$ cat src/rtl/cart_bank_mapper.sv
module cart_bank_mapper #(
  parameter int AW     = 16,
  parameter int WIN_AW = 14,
  parameter int BANK_W = 2,
  parameter int SEL_LSB = 9
) (
  input  logic                     clk,
  input  logic                     rst_n,
  input  logic [AW-1:0]            addr,
  input  logic [3:0]               cs_n,
  input  logic                     mreq_n,
  input  logic                     iorq_n,
  input  logic                     safe_en,
  output logic [WIN_AW+BANK_W-1:0] rom_addr,
  output logic                     rom_en
);
  localparam int ROM_AW = WIN_AW + BANK_W;

  logic [BANK_W-1:0] bank, sel_q, sel_now;
  logic trig_q, trig_now, pattern, strobe_ok, upper_sel;

  assign pattern   = (&cs_n) && (&addr[14:12]) && !addr[11];
  assign strobe_ok = !safe_en || (!mreq_n && iorq_n);
  assign trig_now  = pattern && strobe_ok;
  assign sel_now   = addr[SEL_LSB +: BANK_W];

  always_ff @(posedge clk) begin
    if (!rst_n) begin
      trig_q <= 1'b0;
      sel_q  <= '0;
      bank   <= '0;
    end else begin
      trig_q <= trig_now;
      sel_q  <= sel_now;
      if (trig_now && trig_q && sel_now == sel_q)
        bank <= sel_now;
    end
  end

  assign upper_sel = !(cs_n[3] && cs_n[2]);
  assign rom_addr  = {upper_sel ? bank : {BANK_W{1'b0}}, addr[WIN_AW-1:0]};
  assign rom_en    = !(&cs_n);

  AST_RESET_BANK: assert property (@(posedge clk) !rst_n |=> bank == '0);
  AST_FIXED_HALF: assert property (@(posedge clk) disable iff (!rst_n)
    (cs_n[3:2] == 2'b11 && !(&cs_n)) |-> rom_addr[ROM_AW-1:WIN_AW] == '0);
  AST_OFFSET_PASS: assert property (@(posedge clk) disable iff (!rst_n)
    rom_en |-> rom_addr[WIN_AW-1:0] == addr[WIN_AW-1:0]);
  AST_NO_SINGLE: assert property (@(posedge clk) disable iff (!rst_n)
    !trig_q |=> $stable(bank));
  AST_LOAD_VAL: assert property (@(posedge clk) disable iff (!rst_n)
    (trig_q && trig_now && sel_q == sel_now) |=> bank == $past(addr[SEL_LSB +: BANK_W]));
  AST_SAFE_IO: assert property (@(posedge clk) disable iff (!rst_n)
    (safe_en && !iorq_n) |=> $stable(bank));
  AST_CS_BLOCK: assert property (@(posedge clk) disable iff (!rst_n)
    !(&cs_n) |=> $stable(bank));
endmodule

$ cat config.mk
export PLATFORM = sky130hd
export DESIGN_NAME = cart_bank_mapper
export DESIGN_NICKNAME = d
export VERILOG_FILES = /design/src/rtl/cart_bank_mapper.sv
export SDC_FILE = /design/constraint.sdc
export NUM_CORES = 1
export LEC_CHECK = 0
export ABC_AREA = 0
export CORE_AREA = 2 2 40 42
export CTS_BUF_LIST = sky130_fd_sc_hd__clkbuf_8
export CTS_CLUSTER_DIAMETER = 60
export DETAILED_ROUTE_END_ITERATION = 8
export DIE_AREA = 0 0 42 44
export GPL_TIMING_DRIVEN = 0
export HOLD_SLACK_MARGIN = 0.12
export PLACE_DENSITY = 0.76
export SYNTH_ARGS = -nofsm -noshare
export SYNTH_HDL_FRONTEND = slang
export SYNTH_SLANG_ARGS = --single-unit
$ cat constraint.sdc
create_clock -name clk -period 1.4 [get_ports clk]
set_input_delay 0.28 -clock clk [delete_from_list [all_inputs] [get_ports clk]]
set_output_delay 0.28 -clock clk [all_outputs]
set_load 0.03 [all_outputs]
---- Word-level counts from Yosys, hierarchy flattened ----
Index checks and enable logic that the tools add are counted.
storage, ports and cells
  bits in registers ....................... 5
  input port bits ......................... 25
operators by class
  reductions and logical operators ........ 14
  eq/ne operators ......................... 1
  mux-type cells .......................... 1
operator list
  operator           count
  $logic_and 1x1->1  7
  $logic_not 1->1    4
  $reduce_and 4->1   1
  $reduce_and 3->1   1
  $eq 2x2->1         1
  $mux 2             1
  $logic_or 1x1->1   1

---- Longest topological paths before layout ----
  depth in word-level cells ............... 6
  depth in mapped cells ................... 4

---- Worst setup path after synthesis ----
No wires, ideal clock.
  path kind ............................... input -> register
  from .................................... input port cs_n[0]
  to ...................................... register bank[0]
  path slack .............................. -0.140 ns
  setup time .............................. 0.118 ns
  cell stages on the path ................. 3
  buffers on the path ..................... 0
  data arrival time ....................... 1.422 ns
  required time ........................... 1.282 ns
  cell sequence ........................... nand4_1 or4_4 mux2i_1
on the way
  cells in the longest elaborated chain, start to end .. 6
RTL lines
  element                          line  RTL
  start: declaration               10    input logic [3:0] cs_n,
  $reduce_and 4->1                 22    assign pattern = (&cs_n) && (&addr[14:12]) && !addr[11];
  $logic_and 1x1->1 (2 in series)  22
  $logic_and 1x1->1                24    assign trig_now = pattern && strobe_ok;
  $logic_and 1x1->1 (2 in series)  35    if (trig_now && trig_q && sel_now == sel_q)
  end signal: assignment           36    bank <= sel_now;
  end: declaration                 19    logic [BANK_W-1:0] bank, sel_q, sel_now;
No other way between the ends.
A chain may end at the register's enable or synchronous reset.

---- Worst setup path after layout ----
  from .................................... input port addr[9]
  to ...................................... output port rom_addr[9]
RTL lines
  element             line  RTL
  start: declaration  9     input logic [AW-1:0] addr,
  end: declaration    14    output logic [WIN_AW+BANK_W-1:0] rom_addr,
No word-level cell between the ends.

==> results.toml <==
[status]
status = "finished, final reports clean"

[setup_path]
required_ns = 1.12
crit_top_cell = "dlygate4sd2_1"
cp-startpoint = "addr[9]"
endpoint_kind = "primary output"
r2r-start = "sel_q[0]$_SDFF_PN0_"
timing.rr.end = "bank[0]$_SDFFE_PN0P_"
cp_slowest_cell = "dlygate4sd2_1"
path_max_fanout = 3
crit_path_cell_trace = "dlygate4sd2_1 -> buf_4 -> dlygate4sd2_1"
critPathCapture = "rom_addr[9]"
arrival_ns = 1.06
cp_top_family = "buffers and inverters"
path_class = "input port to primary output"
cp_slowest_stage_delay_ns = 0.38
cp.depth = 3
r2r_cells = 4
cp-start-kind = "input port"
crit_buf_inv = 3
r2r_slack_ns = 0.11

[synth]
ys_seq_area_frac = 0.2888
ys_warn_count = 0
syn_area_sq_um = 346.6
synth_nets = 63
synth_compound_area_frac = 0.06498
synthDominantCellAreaShare = 0.3032
synthAdderAreaFrac = 0
syn_inst = 38
synth_area_leaders = "buf_4, dfxtp_1, nand4b_4"
synth-seq-cells = 5
synth_top_area_cell = "buf_4"
yosys.area_share.simple = 0.2022
yosys-mux-area-fraction = 0.05776
synth_area_per_cell_sq_um = 9.121
synthDistinctLibCells = 13
synth_top_family_by_area = "buffers and inverters"
synth-xor-area-share = 0.05054

[finish]
utilization = 0.4921
layout_common_cells = "buf_4, clkdlybuf4s50_1, dlygate4sd2_1, dfxtp_1"
num-nets-final = 99
final_common_cell = "buf_4"
layout-drive-gt1-share = 0.3562
antennaDiodeCount = 0
fin_area_sq_um = 698.2
stdcell_count = 89
synthToLayoutAreaGrowth_pct = 101.4

[timing]
relSlewSlack = 0.7903
clock_skew_ns = 0.001577
rsz0062_at_grt = "no"
tns_ns = 0
whs_ns = 0.4582
max_freq_mhz = 746.0
finalCritPeriodShare = 0.9575
worst_slew_pin_slew_ns = 0.3136
setup_viol = 0
min_period_ns = 1.340
worst_slack_ns = 0.05956
hold_viol_final = 0
maxSlewViolCount = 0

[clocking]
cts_buffers = 3
cts_tree = "done"
cts_buffer_depth = 2
post_cts_buffers = 0
cts_sinks = 5
htree_num_levels = 1
clk_latency_ns = 0.22
cts_root_buffer = "clkbuf_8"
cts_hold_buf = 0
clkTransAtPathRegs_ns = 0.03

[floorplan]
rows = 14
die_x_um = 42
core-area_sq_mm = 0.001419
io_pins = 42
initial_core_util = 0.2443
dieArea_sq_mm = 0.001848
die_h_um = 44

[grt]
grt_pass1_wl_mm = 1.380
grt_usage = 0.1001
overflow = 0
grt_pass1_vias = 348
antenna_found_initial = 0
grt_max_degree = 6

[worst_hold_path]
worstHoldStart = "addr[10]"
min_path_type = "input port to flop"
min_path_cells = 3

[routing]
dr.pass1.iters = 2
vias = 359
wl_per_cell_um = 9.483
viasPerCell = 4.034
drt.antenna.violating_nets = 0
drt_iter0_markers = 1
routed_wirelength_um = 844
drcViolationCount = 0

[placement]
dpl.cell_count = 85
gp_congestion = 0.6768
hpwl_um = 718.3
portBuffers = 31
pre_cts_slack_ns = -0.4805
placed_cell_area_sq_um = 676.9

[run]
drv_cap = 0

[pwr]
total_leakage_power_nw = 0.3503
p_per_area_mw_per_mm2 = 807.8
power_mw = 0.5640
ir_drop_mv = 0.6980
[per-layer routing]
metal / up-vias / track usage / routed length [um]
li1: 182 / - / -
met1: 158 / 0.09774 / 295
met2: 19 / 0.1688 / 438
met3: 0 / 0.06667 / 109
met4: 0 / 0.03871 / 0
met5: - / 0 / 0
[logic make-up after synthesis]
kind of cell	after synthesis
compound gates	3
simple gates	9
mux	2
buf+inv	17
xor+xnor	2
flops	5
[flip-flops by register name (all words and copies together), names as in the netlist]
register,flops
bank,2
sel_q,2
trig_q,1
[worst min-delay path by stage]
stage | endpoint | slack [ns]
after floorplan | sel_q[0]$_SDFF_PN0_ | 0.39
after global placement | bank[0]$_SDFFE_PN0P_ | 0.45
after detailed placement | bank[0]$_SDFFE_PN0P_ | 0.46
after CTS | bank[1]$_SDFFE_PN0P_ | 0.47
after global routing | bank[0]$_SDFFE_PN0P_ | 0.50
final | sel_q[1]$_SDFF_PN0_ | 0.46
[repair_timing]
item | 4_1_cts | 5_1_grt
pin swaps | 2 | 4
gates resized for setup | 40 | 2
hold endpoints to repair | 0 | 0
setup endpoints to repair | 10 | 2
[worst reg2reg max path: stages (launching register included)]
cell	delay, ns
dfxtp_1	0.31
xnor2_2	0.15
nand3_1	0.08
or4_4	0.50
mux2i_1	0.14
[synth_stat cells]
cell type	n
buf_4	14
dfxtp_1	5
nand2_1	4
inv_1	3
a21boi_0	2
mux2i_1	2
xnor2_1	2
a21boi_1	1
nand3_1	1
nand4_1	1
nand4b_4	1
nor4b_1	1
or4_4	1
[area by class of cell]
class / instances / area [sq um]
Tap cell: 16 / 20.02
Clock inverter: 1 / 3.754
Multi-Input combinational cell: 16 / 137.6
Inverter: 3 / 11.26
Fill cell: 155 / 720.7
Clock buffer: 3 / 41.29
Sequential cell: 5 / 100.1
Timing Repair Buffer: 31 / 279.0
Buffer: 14 / 105.1
[report_power, final]
| group | switching (mW) | internal [mW] |
|---|---|---|
| combinational | 0.0762 | 0.0871 |
| sequential | 0.00169 | 0.147 |
| clock | 0.0651 | 0.187 |
Note: power is estimated with default switching activity, not from simulation.
